$ cat config.mk
export PLATFORM = sky130hd
export DESIGN_NAME = ddr_wr_burst_seq
export DESIGN_NICKNAME = d
export VERILOG_FILES = /design/src/rtl/ddr_wrseq_pkg.sv /design/src/rtl/ddr_wrseq_intr_detect.sv /design/src/rtl/ddr_wrseq_slot_sched.sv /design/src/rtl/ddr_wrseq_beat_out.sv /design/src/rtl/ddr_wr_burst_seq.sv
export SDC_FILE = /design/constraint.sdc
export NUM_CORES = 1
export LEC_CHECK = 0
export BUFFER_PORTS_ARGS = -buffer_cell sky130_fd_sc_hd__clkbuf_2
export CAP_MARGIN = 30
export CORE_ASPECT_RATIO = 1.2
export CORE_UTILIZATION = 55
export CTS_CLUSTER_DIAMETER = 100
export DETAILED_ROUTE_END_ITERATION = 10
export HOLD_SLACK_MARGIN = 0.06
export PLACE_DENSITY = 0.79
export SLEW_MARGIN = 40
export SYNTH_ARGS = -nofsm -noshare
export SYNTH_HDL_FRONTEND = slang
export SYNTH_HIERARCHICAL = 1
export SYNTH_SLANG_ARGS = --single-unit
$ cat constraint.sdc
create_clock -name clk -period 5.5 [get_ports clk]
set_input_delay 1.375 -clock clk [delete_from_list [all_inputs] [get_ports clk]]
set_output_delay 1.375 -clock clk [all_outputs]
set_load 0.005 [all_outputs]
$ cat src/rtl/ddr_wrseq_pkg.sv
// Package: shared slot type and burst-size helper for the write sequencer.
package ddr_wrseq_pkg;

    // One scheduled clock: carries data, and may start or end a burst.
    typedef struct packed {
        logic data;
        logic first;
        logic last;
    } slot_t;

    // Number of data clocks of a burst minus one (4 beats -> 1, 8 beats -> 3).
    function automatic logic [2:0] burst_span(input logic len8);
        return len8 ? 3'd3 : 3'd1;
    endfunction

endpackage

$ cat src/rtl/ddr_wrseq_intr_detect.sv
// Module: ddr_wrseq_intr_detect
// Decides whether an incoming command legally truncates an earlier burst.
// It remembers, for two clocks, whether an 8-beat command was accepted.
// Assumes the command checker upstream never issues a command in between.
module ddr_wrseq_intr_detect (
    input  logic clk,
    input  logic rst_n,
    input  logic wr_cmd,
    input  logic wr_len8,
    input  logic wr_intr,
    output logic honor
);

    logic bl8_d1;
    logic bl8_d2;

    // Two-stage history of 8-beat commands.
    always_ff @(posedge clk) begin
        if (!rst_n) begin
            bl8_d1 <= 1'b0;
            bl8_d2 <= 1'b0;
        end else begin
            bl8_d1 <= wr_cmd & wr_len8;
            bl8_d2 <= bl8_d1;
        end
    end

    // The interrupt counts only two clocks after an 8-beat command.
    always_comb begin
        honor = wr_cmd & wr_intr & bl8_d2;
    end

endmodule

$ cat src/rtl/ddr_wrseq_slot_sched.sv
// Module: ddr_wrseq_slot_sched
// Schedule of future clocks, one slot per clock, shifting toward slot 0 each
// cycle. Slot i after an edge describes the clock i cycles after the current
// one. A new command marks data slots from offset WL-1. A truncation clears
// the old end marker and sets it on the old burst's second data clock.
// Assumes wl_eff >= 2 and that DEPTH exceeds the largest offset used.
module ddr_wrseq_slot_sched #(
    parameter int WL_W  = 4,
    parameter int DEPTH = (1 << WL_W) + 3
) (
    input  logic                       clk,
    input  logic                       rst_n,
    input  logic                       ins,
    input  logic                       len8,
    input  logic                       honor,
    input  logic [WL_W-1:0]            wl_eff,
    output ddr_wrseq_pkg::slot_t       slot_now,
    output ddr_wrseq_pkg::slot_t       slot_next
);
    import ddr_wrseq_pkg::*;

    localparam int OFF_W = $clog2(DEPTH);

    logic [OFF_W-1:0] start_off;
    logic [OFF_W-1:0] end_off;
    logic [OFF_W-1:0] clr_off;
    logic [OFF_W-1:0] cut_off;
    slot_t [DEPTH-1:0] slots;

    // Offsets where a new burst and a truncation land after this edge.
    always_comb begin
        start_off = OFF_W'(wl_eff) - OFF_W'(1);
        end_off   = start_off + OFF_W'(burst_span(len8));
        clr_off   = OFF_W'(wl_eff);
        cut_off   = OFF_W'(wl_eff) - OFF_W'(2);
    end

    for (genvar i = 0; i < DEPTH; i++) begin : g_slot
        localparam logic [OFF_W-1:0] IDX = OFF_W'(i);
        slot_t upper;
        slot_t nxt;
        slot_t q;

        if (i == DEPTH - 1) begin : g_top
            assign upper = '0;
        end else begin : g_mid
            assign upper = slots[i+1];
        end

        // Next content: shifted slot, merged with the new burst and truncation.
        always_comb begin
            nxt.data  = upper.data | (ins && (IDX >= start_off) && (IDX <= end_off));
            nxt.first = upper.first | (ins && (IDX == start_off));
            nxt.last  = (upper.last & ~(honor && (IDX == clr_off)))
                      | (ins && (IDX == end_off))
                      | (honor && (IDX == cut_off));
        end

        // Slot register.
        always_ff @(posedge clk) begin
            if (!rst_n) begin
                q <= '0;
            end else begin
                q <= nxt;
            end
        end

        assign slots[i] = q;
    end

    assign slot_now  = slots[0];
    assign slot_next = slots[1];

endmodule

$ cat src/rtl/ddr_wrseq_beat_out.sv
// Module: ddr_wrseq_beat_out
// Output stage for the two beats of a data clock. When a request is pending
// it captures the user's pair at the edge and holds it for the data clock;
// otherwise it drives zeros. Assumes the user answers a request in the same clock.
module ddr_wrseq_beat_out #(
    parameter int DATA_W = 16
) (
    input  logic              clk,
    input  logic              rst_n,
    input  logic              take,
    input  logic [DATA_W-1:0] usr_rise,
    input  logic [DATA_W-1:0] usr_fall,
    output logic [DATA_W-1:0] dq_rise,
    output logic [DATA_W-1:0] dq_fall
);

    // Beat registers: load on request, zero otherwise.
    always_ff @(posedge clk) begin
        if (!rst_n) begin
            dq_rise <= '0;
            dq_fall <= '0;
        end else if (take) begin
            dq_rise <= usr_rise;
            dq_fall <= usr_fall;
        end else begin
            dq_rise <= '0;
            dq_fall <= '0;
        end
    end

endmodule

$ cat src/rtl/ddr_wr_burst_seq.sv
// Module: ddr_wr_burst_seq
// Top of the write data burst sequencer. It clamps the latency, finds legal
// truncations, keeps the schedule of future data clocks and drives the beats.
// The strobe window and the data request are taken straight from the schedule.
// Assumes commands arrive already checked for legal spacing.
module ddr_wr_burst_seq #(
    parameter int DATA_W = 16,
    parameter int WL_W   = 4
) (
    input  logic              clk,
    input  logic              rst_n,
    input  logic              wr_cmd,
    input  logic              wr_len8,
    input  logic              wr_intr,
    input  logic [WL_W-1:0]   wl,
    input  logic [DATA_W-1:0] usr_rise,
    input  logic [DATA_W-1:0] usr_fall,
    output logic              dreq,
    output logic [DATA_W-1:0] dq_rise,
    output logic [DATA_W-1:0] dq_fall,
    output logic              dq_valid,
    output logic              dqs_en,
    output logic              burst_first,
    output logic              burst_last
);
    import ddr_wrseq_pkg::*;

    localparam int DEPTH = (1 << WL_W) + 3;

    logic [WL_W-1:0] wl_eff;
    logic            honor;
    slot_t           slot_now;
    slot_t           slot_next;

    // Latency below two leaves no room for the request clock.
    always_comb begin
        wl_eff = (wl < WL_W'(2)) ? WL_W'(2) : wl;
    end

    ddr_wrseq_intr_detect u_intr (
        .clk     (clk),
        .rst_n   (rst_n),
        .wr_cmd  (wr_cmd),
        .wr_len8 (wr_len8),
        .wr_intr (wr_intr),
        .honor   (honor)
    );

    ddr_wrseq_slot_sched #(
        .WL_W  (WL_W),
        .DEPTH (DEPTH)
    ) u_sched (
        .clk       (clk),
        .rst_n     (rst_n),
        .ins       (wr_cmd),
        .len8      (wr_len8),
        .honor     (honor),
        .wl_eff    (wl_eff),
        .slot_now  (slot_now),
        .slot_next (slot_next)
    );

    ddr_wrseq_beat_out #(
        .DATA_W (DATA_W)
    ) u_beats (
        .clk      (clk),
        .rst_n    (rst_n),
        .take     (slot_next.data),
        .usr_rise (usr_rise),
        .usr_fall (usr_fall),
        .dq_rise  (dq_rise),
        .dq_fall  (dq_fall)
    );

    // Status outputs decoded from the two nearest slots.
    always_comb begin
        dreq        = slot_next.data;
        dq_valid    = slot_now.data;
        dqs_en      = slot_now.data | slot_next.data;
        burst_first = slot_now.first;
        burst_last  = slot_now.last;
    end

endmodule

==> metrics.md <==
| Metric | Value |
|---|---|
| Initial antenna violation count | 0 |
| Pwr per Cell Area | 298 nW/um2 |
| Netlist cell types | 60 |
| Overall power | roughly 1.4 mW |
| Clk Tree Root Cell | clkbuf_8 |
| GPL Wtd Cong | around 0.93 |
| CP cell instances | clkbuf_2 -> o21bai_1 -> inv_1 -> ha_1 -> inv_1 -> ha_1 -> nor2b_1 -> o21a_1 -> xnor2_1 -> nor3_4 -> o211ai_1 -> a32o_1 |
| All-Layer GR Usage | between 20 and 30% |
| Crit share post-route | 78.2% |
| Setup crit start | wl[3] |
| FP Rows | 34 |
| Reg2reg end | u_sched/g_slot[12].upper[0] |
| Cell count after synthesis | ~480 |
| Area Overhead vs Synth | 14.5% |
| Min-delay src | u_sched/g_slot[16].upper[1] |
| Syn Nets | approximately 530 |
| Reg-to-reg slack, setup | between 3000 and 4000 ps |
| Hold Path Sink | u_sched/g_slot[15].upper[1] |
| Clock sink count | between 90 and 100 |
| NumNets Final | a little under 600 |
| CTS H-tree depth | 3 |
| Worst Tran Pin Value | roughly 770 ps |
| Synth area leaders | dfxtp_1 (44%), and3_2 (5.8%), a21oi_1 (5.4%) |
| Drt drc | 0 |
| Final setup violation count | 0 |
| Worst r2r path cells | 5 |
| Final WL | between 10000 and 15000 um |
| Drt wl/cell | ~18 um |
| Worst R2R Start | u_intr/bl8_d2 |
| Vias/cell | around 6.1 |
| Starting Density | 57.0% |
| Slew margin rel. | around 49% |
| Post-CTS Setup Inserts | 0 |
| Synth Flop Type | dfxtp_1 |
| Startpoint types | input pin |
| Max FO, Critical Path | 12 |
| Maxcap violations | 0 |
| Met2 wire length | 5310 um |
| DPL Wire Length | a little over 8000 um |
| I/O pins | 78 |
| Worst path arrival time | about 4600 ps |
| Worst skew pair latency | 370 ps |
| Setup Total Neg Slack | 0 ps |
| EDFF count, synth | 0 |
| Min Tclk post-route | approximately 4300 ps |
| Peak supply drop | ~0.22 mV |
| Hold depth | 1 |
| Reg clk slew, reported paths | around 80 ps |
| Finished Layout Cells | 639 |
| Fin. max-slew vios | 0 |
| Status | complete, no violations |
| Core Footprint | 7320 um2 |
| Syn Area/Cell | 8.66 um2 |
| Leak | between 2 and 2.5 nW |
| CTS tree | built |
| Slowest stage delay, CP | between 400 and 500 ps |
| Buffers on Ports | just under 80 |
| N_diodes | 0 |
| Post-CTS Resized | 0 |
| Die area | between 7000 and 8000 um2 |
| Antenna Nets Post-Route | 0 |
| Total gr overflow | 0 |
| CTS max path bufs | 2 |
| Die Wd | 81.5 um |
| Slowest CP cell | o21a_1 |
| Max Clk Rate | 233 MHz |
| DR pass1 iterations | 5 |
| Clk_skew | ~9.9 ps |
| Die H | between 90 and 100 um |
| Hold Path Class | reg2reg |
| Vias in the first global route | between 3000 and 4000 |
| Highest metal used | met4 |
| CTS Hold Buffers Added | 0 |
| Hold Violations, Final | 0 |
| Crit end category | flip-flop |
| Required time of the critical path | about 5800 ps |
| Drt initial violations | ~380 |
| Synth top area share | 43.6% |
| Leading area contributor after synthesis | dfxtp_1 |
| DP Cell Count | just over 600 |
| First-pass GRT wire length | 18100 um |
| M1 WL | ~4600 um |
| Critical path class | in2reg |
| Seq/Total Area, Yosys | a little over two fifths |
| Largest net degree at the start of global routing | 56 |
| Mapped cell area | approximately 4200 um2 |
| Synth Register Bits | between 90 and 100 |
| RSZ-0062 raised after global routing | no |
| CTS buffer count | 9 |
| Final Core Density | between 60% and 70% |
| Met3 wire length | ~1000 um |
| Yosys Warn Count | 6 |
| Share of layout cells above drive strength 1 | a little over a quarter |
| Vias | a little under 4000 |
| FFs w/ async S/R, synth | 0% |
## through the flow
| step | worst slack (ps) | hold WS [ps] | instance area (um2) |
|---|---|---|---|
| 2_1_floorplan | 1170 | 401 | 4170 |
| 3_3_place_gp | 1060 | 412 | 4580 |
| 3_5_place_dp | 911 | 412 | 4580 |
| 4_1_cts | 1290 | 431 | 4780 |
| 5_1_grt | 984 | 451 | 4780 |
| 6_report | 1200 | 428 | 4780 |
## sequential cells by signal, indices dropped and copies added, names as in the netlist
name	count
u_sched/g_slot.q	3
u_sched/slot_next	3
u_intr/bl8_d1	1
u_beats/dq_fall	16
u_sched/g_slot.upper	48
u_sched/slot_now	3
u_intr/bl8_d2	1
u_beats/dq_rise	16
## cell type report
cell class / count / area [um2]
multi-input cells: 344 / 2150
inverters: 11 / 41.3
repair buffers: 87 / 460
well taps: 90 / 113
fillers: 632 / 2540
flip-flops and latches: 91 / 1820
clock inverters: 5 / 61.3
clock buffers: 11 / 131
## cells in the mapped netlist, types with 5 or more instances
master	n
buf_2	10
ha_1	11
and2_1	7
nor3_1	17
inv_1	10
clkbuf_1	18
a22oi_1	17
or3_1	5
o211ai_1	6
a21oi_1	45
xnor2_1	6
and3_2	32
nand4_1	6
a211oi_1	5
nor2_1	46
nor2b_1	10
dfxtp_1	91
o21a_1	8
nand2_1	25
nand3_1	21
a31oi_1	8
o21ai_0	12
## metal layers
| layer | GRT usage [%] | up-vias |
|---|---|---|
| li1 | - | 1846 |
| met1 | 36.2 | 1771 |
| met2 | 48.5 | 225 |
| met3 | 6.57 | 28 |
| met4 | 15.8 | 0 |
| met5 | 0 | - |
## where the power goes
part           internal, mW  switching (mW)
clock                 0.212           0.232
sequential            0.688          0.0120
combinational         0.100           0.180
total                  1.00           0.424
## critical path: cells and delay by family
kind,cells,cell delay (ps)
AOI/OAI and AO/OA,4,1220
adders and majority gates,2,690
xor gates and xnor gates,1,260
buffers and inverters,3,440
and+or+nand+nor,2,550
## layout by cell type (no fill, tap or decap), drive strengths merged, types with 8 or more instances in the layout
master / netlist / layout
buf: 15 / 11
a22oi: 17 / 17
and2: 9 / 9
ha: 11 / 11
nor2: 48 / 48
dfxtp: 91 / 91
and3: 36 / 36
o21a: 8 / 8
inv: 10 / 11
clkbuf: 21 / 87
o21ai: 12 / 12
nor2b: 10 / 10
nand3: 21 / 21
a31oi: 8 / 8
nand2: 25 / 25
nor3: 20 / 20
a21oi: 45 / 45
## cells by family (layout without fill, tap and decap cells)
family	count (synthesis)	in the layout	share of synthesized area (%)
AO/OA/AOI/OAI	129	129	20.5
XOR/XNOR	10	10	2.28
adder cells (fa/ha/maj)	11	11	3.30
buffers and inverters	47	114	4.89
flip-flops	91	91	43.6
multiplexers	1	1	0.240
other	1	1	0.0898
AND/OR/NAND/NOR	192	192	25.1
## worst max path at each step
stage | depth (start not counted) | slack, ps | end
2_1_floorplan | 13 | 1170 | u_sched/slot_next[2]
3_3_place_gp | 12 | 1060 | u_sched/g_slot[11].upper[2]
3_5_place_dp | 12 | 910 | u_sched/g_slot[11].upper[2]
4_1_cts | 12 | 1290 | u_sched/g_slot[11].upper[2]
5_1_grt | 12 | 980 | u_sched/g_slot[11].upper[2]
6_report | 12 | 1200 | u_sched/g_slot[11].upper[2]
(Power assumes the default switching activity.)
